--- src/rtl/exec_alu_pkg.sv ---
// Package: shared encodings for the execute unit.
// Assumes 4-bit operation and condition selectors.
package exec_alu_pkg;

    typedef enum logic [3:0] {
        ALU_ADD = 4'd0,
        ALU_SUB = 4'd1,
        ALU_AND = 4'd2,
        ALU_XOR = 4'd3
    } alu_fn_e;

    typedef enum logic [3:0] {
        COND_ALWAYS = 4'd0,
        COND_LE     = 4'd1,
        COND_LT     = 4'd2,
        COND_EQ     = 4'd3,
        COND_NE     = 4'd4,
        COND_GE     = 4'd5,
        COND_GT     = 4'd6
    } cond_fn_e;

    // Packed order gives bit 2 overflow, bit 1 zero, bit 0 negative.
    typedef struct packed {
        logic ovf;
        logic zero;
        logic neg;
    } cc_t;

    localparam cc_t CC_RESET = '{ovf: 1'b0, zero: 1'b1, neg: 1'b0};

endpackage

--- src/rtl/alu_datapath.sv ---
// Module: alu_datapath
// Purely combinational: computes the result of one of four operations
// and the flag values that result would produce. Subtraction forms
// b - a by adding the inverted a with a carry-in of one.
// Assumes DATA_W >= 2. Undefined codes yield a zero result and fn_ok low.
module alu_datapath
    import exec_alu_pkg::*;
#(
    parameter int DATA_W = 32
) (
    input  logic [DATA_W-1:0] op_a,
    input  logic [DATA_W-1:0] op_b,
    input  logic [3:0]        fn,
    output logic [DATA_W-1:0] res,
    output cc_t               cc_next,
    output logic              fn_ok
);
    localparam int MSB = DATA_W - 1;

    logic              is_sub;
    logic              is_arith;
    logic [DATA_W-1:0] addend;
    logic [DATA_W-1:0] sum;
    logic [DATA_W-1:0] and_v;
    logic [DATA_W-1:0] xor_v;
    logic              arith_ovf;

    // Bitwise lanes, one per operand bit.
    for (genvar i = 0; i < DATA_W; i++) begin : g_lane
        assign and_v[i] = op_a[i] & op_b[i];
        assign xor_v[i] = op_a[i] ^ op_b[i];
    end

    // Shared adder: invert the subtracted operand and add one for subtract.
    always_comb begin
        is_sub   = (fn == ALU_SUB);
        is_arith = (fn == ALU_ADD) || is_sub;
        addend   = is_sub ? ~op_a : op_a;
        sum      = op_b + addend + {{(DATA_W-1){1'b0}}, is_sub};
    end

    // Signed overflow: adder inputs agree in sign, sum disagrees.
    always_comb begin
        arith_ovf = (op_b[MSB] == addend[MSB]) && (sum[MSB] != op_b[MSB]);
    end

    // Result selection by operation code.
    always_comb begin
        fn_ok = 1'b1;
        case (fn)
            ALU_ADD, ALU_SUB: res = sum;
            ALU_AND:          res = and_v;
            ALU_XOR:          res = xor_v;
            default: begin
                res   = '0;
                fn_ok = 1'b0;
            end
        endcase
    end

    // Flags the current result would set.
    always_comb begin
        cc_next.ovf  = is_arith & arith_ovf;
        cc_next.zero = (res == '0);
        cc_next.neg  = res[MSB];
    end

endmodule

--- src/rtl/cc_register.sv ---
// Module: cc_register
// Holds the three condition flags. Synchronous active-low reset loads
// the reset pattern (zero set). A write is taken only when we is high.
module cc_register
    import exec_alu_pkg::*;
(
    input  logic clk,
    input  logic rst_n,
    input  logic we,
    input  cc_t  d,
    output cc_t  q
);
    // Flag storage with reset priority over write.
    always_ff @(posedge clk) begin
        if (!rst_n) begin
            q <= CC_RESET;
        end else if (we) begin
            q <= d;
        end
    end

    // no write strobe means the flags stay put.
    assert_flags_hold_R6: assert property (@(posedge clk) disable iff (!rst_n)
        !we |=> $stable(q));

    // reset loads zero-set, others clear.
    assert_reset_value_R8: assert property (@(posedge clk)
        !rst_n |=> (q == CC_RESET));

endmodule

--- src/rtl/branch_eval.sv ---
// Module: branch_eval
// Combinational signed-compare branch resolver working on stored flags.
// Assumes flags came from a subtract of the compared values.
// Codes above 6 never take.
module branch_eval
    import exec_alu_pkg::*;
(
    input  logic [3:0] cond_fn,
    input  cc_t        cc,
    output logic       take
);
    logic lt;

    // Signed less-than from negative xor overflow, then condition select.
    always_comb begin
        lt = cc.neg ^ cc.ovf;
        case (cond_fn)
            COND_ALWAYS: take = 1'b1;
            COND_LE:     take = lt | cc.zero;
            COND_LT:     take = lt;
            COND_EQ:     take = cc.zero;
            COND_NE:     take = ~cc.zero;
            COND_GE:     take = ~lt;
            COND_GT:     take = ~lt & ~cc.zero;
            default:     take = 1'b0;
        endcase
    end

    // fixed outcomes independent of the flags.
    always_comb begin
        if (cond_fn == COND_ALWAYS) begin
            assert_uncond_take_R9: assert (take);
        end
        if (cond_fn > 4'd6) begin
            assert_bad_cond_R10: assert (!take);
        end
    end

endmodule

--- src/rtl/exec_alu_cc.sv ---
// Module: exec_alu_cc (top)
// Integer execute unit: combinational result, flag register written
// only for valid operations under flags_we, and branch resolution from
// the stored flags. Assumes flags_we is raised only for arithmetic and
// logical instructions by the surrounding control.
module exec_alu_cc
    import exec_alu_pkg::*;
#(
    parameter int DATA_W = 32
) (
    input  logic              clk,
    input  logic              rst_n,
    input  logic [DATA_W-1:0] src_a,
    input  logic [DATA_W-1:0] src_b,
    input  logic [3:0]        alu_fn,
    input  logic              flags_we,
    input  logic [3:0]        cond_fn,
    output logic [DATA_W-1:0] result,
    output logic [2:0]        flags_q,
    output logic              take_branch
);
    localparam int MSB = DATA_W - 1;

    cc_t  cc_next;
    cc_t  cc_q;
    logic fn_ok;
    logic cc_we;

    alu_datapath #(.DATA_W(DATA_W)) u_datapath (
        .op_a    (src_a),
        .op_b    (src_b),
        .fn      (alu_fn),
        .res     (result),
        .cc_next (cc_next),
        .fn_ok   (fn_ok)
    );

    // Gate the write so undefined operations never touch the flags.
    always_comb begin
        cc_we = flags_we & fn_ok;
    end

    cc_register u_flags (
        .clk   (clk),
        .rst_n (rst_n),
        .we    (cc_we),
        .d     (cc_next),
        .q     (cc_q)
    );

    branch_eval u_branch (
        .cond_fn (cond_fn),
        .cc      (cc_q),
        .take    (take_branch)
    );

    // Expose the flags as a plain vector.
    always_comb begin
        flags_q = cc_q;
    end

    // stored zero and negative follow the result of the write cycle.
    assert_zero_neg_R4: assert property (@(posedge clk) disable iff (!rst_n)
        (flags_we && alu_fn <= 4'd3) |=>
        (flags_q[1] == ($past(result) == '0)) && (flags_q[0] == $past(result[MSB])));

    // bitwise operations leave overflow clear.
    assert_logic_no_ovf_R5: assert property (@(posedge clk) disable iff (!rst_n)
        (flags_we && (alu_fn == ALU_AND || alu_fn == ALU_XOR)) |=> !flags_q[2]);

    // undefined operation gives zero and keeps the flags.
    assert_bad_fn_zero_R7: assert property (@(posedge clk) disable iff (!rst_n)
        (alu_fn > 4'd3) |-> (result == '0));

    assert_bad_fn_hold_R7: assert property (@(posedge clk) disable iff (!rst_n)
        (alu_fn > 4'd3) |=> $stable(flags_q));

endmodule

--- config.mk ---
export PLATFORM = sky130hd
export DESIGN_NAME = exec_alu_cc
export DESIGN_NICKNAME = d
export VERILOG_FILES = /design/src/rtl/exec_alu_pkg.sv /design/src/rtl/alu_datapath.sv /design/src/rtl/cc_register.sv /design/src/rtl/branch_eval.sv /design/src/rtl/exec_alu_cc.sv
export SDC_FILE = /design/constraint.sdc
export NUM_CORES = 1
export LEC_CHECK = 0
export BUFFER_PORTS_ARGS = -buffer_cell sky130_fd_sc_hd__buf_2
export CORE_MARGIN = 2
export CORE_UTILIZATION = 54
export CTS_CLUSTER_DIAMETER = 40
export DETAILED_ROUTE_END_ITERATION = 16
export PLACE_DENSITY = 0.84
export SLEW_MARGIN = 20
export SYNTH_ARGS = -nofsm -noshare
export SYNTH_HDL_FRONTEND = slang
export SYNTH_HIERARCHICAL = 1
export SYNTH_SLANG_ARGS = --single-unit
export TNS_END_PERCENT = 10
--- constraint.sdc ---
create_clock -name clk -period 5.3 [get_ports clk]
set_input_delay 0.53 -clock clk [delete_from_list [all_inputs] [get_ports clk]]
set_output_delay 0.53 -clock clk [all_outputs]
set_load 0.05 [all_outputs]
==> metrics.md, run 1 <==
| Metric | Value |
|---|---|
| Status | finished, final reports clean |
| Syn Std Cell Area | 3470 um2 |
| Vias per inst | 6.36 |
| Minimum clock period after layout | 4.98 ns |
| Core Region | 6280 um2 |
| Layout Cells excl Fill | 633 |
| Share of the clock period used by the worst path after layout | 94.0% |
| Die area | 7080 um2 |
| Synth top area share | 23.4% |
| Main flop type after synthesis | dfxtp_1 |
| Largest family of logic cells by synthesized area | compound AO/OA/AOI/OAI gates |
| Proportion of synthesized area in mux cells | 5.70% |
| Die height | 84.1 um |
| Static Leak | 2.01 nW |
| Post-synth EDFFs | 0 |
| Mean Syn Cell Area | 7.49 um2 |
| Worst slew margin | 60.7% |
| Async SR Flop Fraction | 0% |
| CTS root buf | clkbuf_8 |
| Crit path required time | 4.77 ns |
| Crit path kind | input port to primary output |
| Residual DRC | 0 |
| Grt ovf | 0 |
| Hold slack | 0.508 ns |
| Post-route antenna net violation count | 0 |
| Post-Synth XOR/XNOR Area | 15.4% |
| VDD IR max | 0.000137 V |
| H-tree levels | 1 |
| Clock tree buffer depth | 2 |
| Fin Setup TNS | 0 ns |
| CP Max Fanout | 16 |
| RSZ-0062 raised after global routing | no |
| Final count of hold timing violations | 0 |
| Largest area contributor in the netlist | ha_1 |
| Post-CTS Setup Inserts | 0 |
| Post-Synth Adder-Cell Area | 24.0% |
| Die width | 84.1 um |
| #FFs+latches synth | 3 |
| Vias in the first global route | 4,023 |
| Final-report setup violation count | 0 |
| Synth warnings | 6 |
| TritonRoute pass-1 iters | 5 |
| Share of cells above drive strength 1 | 26.3% |
| Utilization after layout | 65.6% |
| Clock slew at reported path FFs | 0.03 ns |
| Number of clock sinks | 3 |
| Most frequent cell after synthesis | ha_1 |
| Clk_skew | 0 ns |
| Crit path arrival time | 4.45 ns |
| Starting Density | 55.3% |
| Crit. End Element | primary output |
| Antenna Cells | 0 |
| Count of cell types in the netlist | 71 |
| CTS tree | built |
| Syn Inst Count | 463 |
| Largest net degree at the start of global routing | 24 |
| CTS Buf Count | 3 |
| Max reg flops | 3 |
| Pins Over Slew Limit | 0 |
| Initial antenna violation count | 0 |
| CP Launch Type | input port |
| Iteration-0 DRC Markers | 275 |
| Area Growth Syn to Fin | 18.7% |
| Max Cap Violations | 0 |
| Resized cells post-CTS | 0 |
| Worst-Margin Slew | 0.589 ns |
| DR WL/cell | 18.0 um |
| Total Nets Final | 698 |
| Overall routed net length | 11.4 mm |
| Leading registers by flop count | u_flags/q x3 |
| Syn nets | 604 |
| Via count | 4,026 |
| First-pass GRT wire length | 18.9 mm |
| FILL cells | 566 |
| R2R setup slack | 4.65 ns |
| Port bufs | 110 |
| Pwr/cell area | 157 nW/um2 |
| Total track usage | 31.7% |
| Post-CTS Hold Fix Bufs | 0 |
| Ports | 111 |
| Dpl cells | 629 |
| Post-synthesis compound-gate area fraction | 30.8% |
| Clock Latency Late Sink | 0.21 ns |
| Hold Path Class | input port to flop |
| Simple logic cell fraction of the synthesized area | 17.4% |
| Largest register by flop count | u_flags/q |
| Power Total | 645 uW |
| Largest cells by area after synthesis | ha_1, xnor2_1, a21oi_1, o21ai_0, mux2i_1 |
| Top cells by count, synth | ha_1, xnor2_1, a21oi_1, nand2_1, o21ai_0 |
| Max Clk Rate | 0.201 GHz |
| Final RePlAce weighted congestion | 1.01 |
| DPL Wire Length | 9.01 mm |
| Seq/Total Area, Yosys | 1.73% |
| Row count | 29 |
==> layout make-up <==
cell class	count	area (um2)	share of cell area (%)
clock buffer	4	45.0	1.09
inverter	14	52.6	1.28
multi-input combinational	418	3260	79.2
sequential	3	60.1	1.46
tap	77	96.3	2.34
timing repair buffer	117	603	14.7
==> layout by cell type (no fill, tap or decap), types with 5 or more instances in the layout <==
cell type    n
buf_2      110
nor2_1      24
o21ai_1     10
ha_1        65
nor2b_1      5
nand4_1      9
buf_4        7
o21ai_0     23
nand2_1     30
inv_1       14
nand3_1      9
a21o_1      15
mux2i_1     13
a22oi_1     12
mux2_2       6
o211ai_1     6
a21oi_1     37
xnor2_1     47
nor3_1      14
a31oi_1      6
a211oi_1     5
o21a_1       7
xor2_1      14
==> cell families (layout without fill, tap and decap cells) <==
family,after synthesis,after routing
simple gates,116,116
mux,19,19
xor+xnor,61,61
flops,3,3
compound gates,156,156
fa+ha+maj,66,66
buf+inv,42,135
==> worst max-delay path: stages <==
cell and delay, ns:
buf_2 0.22, nor3_2 0.34, nand2_4 0.23, buf_4 0.28, xnor2_1 0.15, ha_1 0.42, a21o_1 0.23, a21oi_1 0.15
or3_1 0.12, o211ai_1 0.13, a2111o_1 0.42, a211oi_1 0.41, xnor2_1 0.10, o21ai_0 0.35, buf_2 0.34
==> path summary, 6_finish.rpt <==
check	cells after the start	from	endpoint
min reg2reg	2	u_flags/q[2]$_SDFFE_PN0P_	u_flags/q[2]$_SDFFE_PN0P_
max	15	alu_fn[1]	result[31]
min	2	rst_n	u_flags/q[1]$_SDFFE_PN1P_
max reg2reg	2	u_flags/q[1]$_SDFFE_PN1P_	u_flags/q[1]$_SDFFE_PN1P_
==> metrics by stage <==
stage / setup WS, ns / cell area [um2]
after detailed placement: 0.153 / 4070
final: 0.316 / 4120
after floorplan: 0.0324 / 3480
after global placement: 0.276 / 4070
after global routing: 0.0445 / 4120
after CTS: 0.287 / 4110
==> per-layer routing <==
metal / vias to the layer above / GRT usage [%] / share of wire, %
met3: 27 / 1.47 / 6.0
li1: 1936 / - / -
met5: - / 0 / 0
met4: 0 / 8.65 / 2.1
met2: 169 / 55.1 / 48
met1: 1894 / 42.8 / 43
==> power breakdown <==
group          leakage (nW)  internal [mW]  switching, mW
combinational          1.96          0.208          0.347
clock                0.0228         0.0512         0.0144
sequential           0.0244         0.0234       0.000763
total                  2.01          0.283          0.362
No activity file was read; power rests on OpenSTA's default activity.
==> run 2, diff against run 1 <==
--- a/config.mk
+++ b/config.mk
@@ -8,6 +8,7 @@
 export BUFFER_PORTS_ARGS = -buffer_cell sky130_fd_sc_hd__buf_2
 export CORE_MARGIN = 2
 export CORE_UTILIZATION = 54
+export CTS_BUF_LIST = sky130_fd_sc_hd__clkbuf_4
 export CTS_CLUSTER_DIAMETER = 40
 export DETAILED_ROUTE_END_ITERATION = 16
 export PLACE_DENSITY = 0.84
==> run 2 against run 1 <==
Global-route usage shrank 0.10 points. Sequential share of layout area about the same. Power decreased by 2.7%. Sequential power about the same. Combinational power is essentially flat. Clock skew unchanged. Final area decreased by 0.36%. Non-clock buffer count is the same. Register-to-register slack is essentially flat. Die area unchanged. Wire length is 0.66% lower. Critical endpoint unchanged. Largest cell class unchanged. Largest power group unchanged.
==> metrics.md, run 2 (synthesis results as in run 1) <==
| Metric | Value |
|---|---|
| Pins Over Slew Limit | 0 (unchanged) |
| Residual DRC | 0 (unchanged) |
| Share of cells above drive strength 1 | 26.4% (+0.18 points) |
| Iteration-0 DRC Markers | 241 (-12%) |
| Die height | 84.1 um (unchanged) |
| CTS tree | built |
| Final count of hold timing violations | 0 (unchanged) |
| RSZ-0062 raised after global routing | no |
| Most common library cell in the layout ignoring fill and taps | buf_2 |
| Core Region | 6280 um2 (unchanged) |
| Ports | 111 (unchanged) |
| DR WL/cell | 17.9 um (-0.66%) |
| Port bufs | 110 (unchanged) |
| Area after DPL | 4070 um2 (unchanged) |
| Fin Setup TNS | 0 ns (unchanged) |
| Minimum clock period after layout | 4.92 ns (-0.0589 ns) |
| VDD IR max | 0.0000894 V (-35%) |
| CP Max Fanout | 16 (unchanged) |
| Worst Setup Slack, final | 0.375 ns (+0.0589 ns) |
| Max reg flops | 3 (unchanged) |
| Vias in the first global route | 4,000 (-0.57%) |
| CP Launch Type | input port |
| Share of the clock period used by the worst path after layout | 92.9% (-1.1 points) |
| Antenna Cells | 0 (unchanged) |
| Leading registers by flop count | u_flags/q x3 |
| First-pass GRT wire length | 18.8 mm (-0.47%) |
| Grt ovf | 0 (unchanged) |
| Clk_skew | 0 ns (unchanged) |
| Crit path required time | 4.77 ns (about the same) |
| DPL Wire Length | 9.01 mm (unchanged) |
| Post-route antenna net violation count | 0 (unchanged) |
| Highest-count cells in the layout ignoring fill and taps | buf_2, ha_1, xnor2_1, a21oi_1, nand2_1 |
| Total Nets Final | 698 (unchanged) |
| Status | finished, final reports clean |
| RR Startpoint | u_flags/q[1]$_SDFFE_PN1P_ |
| Clock tree buffer depth | 2 (unchanged) |
| H-tree levels | 1 (unchanged) |
| Max Clk Rate | 0.203 GHz (+1.2%) |
| Largest register by flop count | u_flags/q |
| Worst-Margin Slew | 0.598 ns (+0.00932 ns) |
| Wire length on met2 | 5.41 mm (-1.8%) |
| Power Total | 628 uW (-2.7%) |
| Hold wc startpoint | rst_n |
| Final RePlAce weighted congestion | 1.01 (unchanged) |
| Fin area | 4100 um2 (-0.36%) |
| CTS Buf Count | 3 (unchanged) |
| Die width | 84.1 um (unchanged) |
| Starting Density | 55.3% (unchanged) |
| Met1 Wirelength | 4.90 mm (-0.87%) |
| R2R Path End | u_flags/q[1]$_SDFFE_PN1P_ |
| Overall routed net length | 11.3 mm (-0.66%) |
| Largest net degree at the start of global routing | 24 (unchanged) |
| DP Worst Slack | 0.153 ns (unchanged) |
| Vias per inst | 6.39 (+0.45%) |
| Post-CTS Hold Fix Bufs | 0 (unchanged) |
| Static Leak | 2.00 nW (-0.22%) |
| R2R setup slack | 4.65 ns (about the same) |
| Row count | 29 (unchanged) |
| Crit path arrival time | 4.39 ns (-0.06 ns) |
| Worst reg2reg path depth | 2 (unchanged) |
| Die area | 7080 um2 (unchanged) |
| Uppermost layer routed | met4 |
| Total track usage | 31.6% (-0.10 points) |
| Hold slack | 0.476 ns (-0.0327 ns) |
| Initial antenna violation count | 0 (unchanged) |
| Clock Latency Late Sink | 0.25 ns (+0.04 ns) |
| CTS root buf | clkbuf_4 |
| Final-report setup violation count | 0 (unchanged) |
| Crit path kind | input port to primary output |
| TritonRoute pass-1 iters | 5 (unchanged) |
| Pwr/cell area | 153 nW/um2 (-2.4%) |
| Worst slew margin | 60.1% (-0.62 points) |
| Crit. End Element | primary output |
| Worst Hold Path Cells | 2 (unchanged) |
| Hold Path Sink | u_flags/q[1]$_SDFFE_PN1P_ |
| Clock slew at reported path FFs | 0.04 ns (about the same) |
| Hold Path Class | input port to flop |
| Via count | 4,044 (+0.45%) |
| Routed length on met3 | 729 um (+6.4%) |
| Number of clock sinks | 3 (unchanged) |
| Area Growth Syn to Fin | 18.2% |
| Max Cap Violations | 0 (unchanged) |
## run 2: cell type report
class	count	area, um2
multi-input combinational	418	3260
tap	77	96.3
clock buffer	4	30.0
fill	570	2180
sequential	3	60.1
timing repair buffer	117	603
inverter	14	52.6
## run 2: worst max path at each step
stage / start / slack, ns / endpoint
final: alu_fn[1] / 0.38 / result[31]
after global routing: alu_fn[1] / 0.04 / result[31]
after CTS: alu_fn[1] / 0.30 / result[31]
after detailed placement: alu_fn[1] / 0.15 / u_flags/q[1]$_SDFFE_PN1P_
after global placement: alu_fn[1] / 0.28 / u_flags/q[1]$_SDFFE_PN1P_
after floorplan: alu_fn[0] / 0.03 / u_flags/q[1]$_SDFFE_PN1P_
## run 2: worst max-delay path, cell delays in order
cell and delay, ns:
buf_2 0.21, nor3_2 0.32, nand2_4 0.22, buf_4 0.28, xnor2_1 0.15, ha_1 0.41, a21o_1 0.23, a21oi_1 0.15
or3_1 0.12, o211ai_1 0.12, a2111o_1 0.42, a211oi_1 0.40, xnor2_1 0.11, o21ai_0 0.34, buf_2 0.34
## run 2: metrics by stage
| stage | cells | util, % |
|---|---|---|
| 2_1_floorplan | 463 | - |
| 3_3_place_gp | 629 | 64.8 |
| 3_5_place_dp | 629 | 64.8 |
| 4_1_cts | 633 | 65.2 |
| 5_1_grt | 633 | 65.3 |
| 6_report | 633 | 65.3 |
## run 2: what timing repair did
action                     CTS  global route
resized for setup            0             1
setup buffers                0             0
setup endpoints to repair    0             2
## run 2: routing by layer
metal	global-route usage [%]	vias to the layer above
met2	54.0	195
met3	1.67	25
met5	0	-
met4	9.53	0
li1	-	1933
met1	43.0	1891
## run 2: where the power goes
part | total (mW) | internal (mW) | switching [mW]
Sequential | 0.0240 | 0.0233 | 0.000742
Combinational | 0.555 | 0.208 | 0.347
Clock | 0.0489 | 0.0335 | 0.0154
Total | 0.628 | 0.265 | 0.363
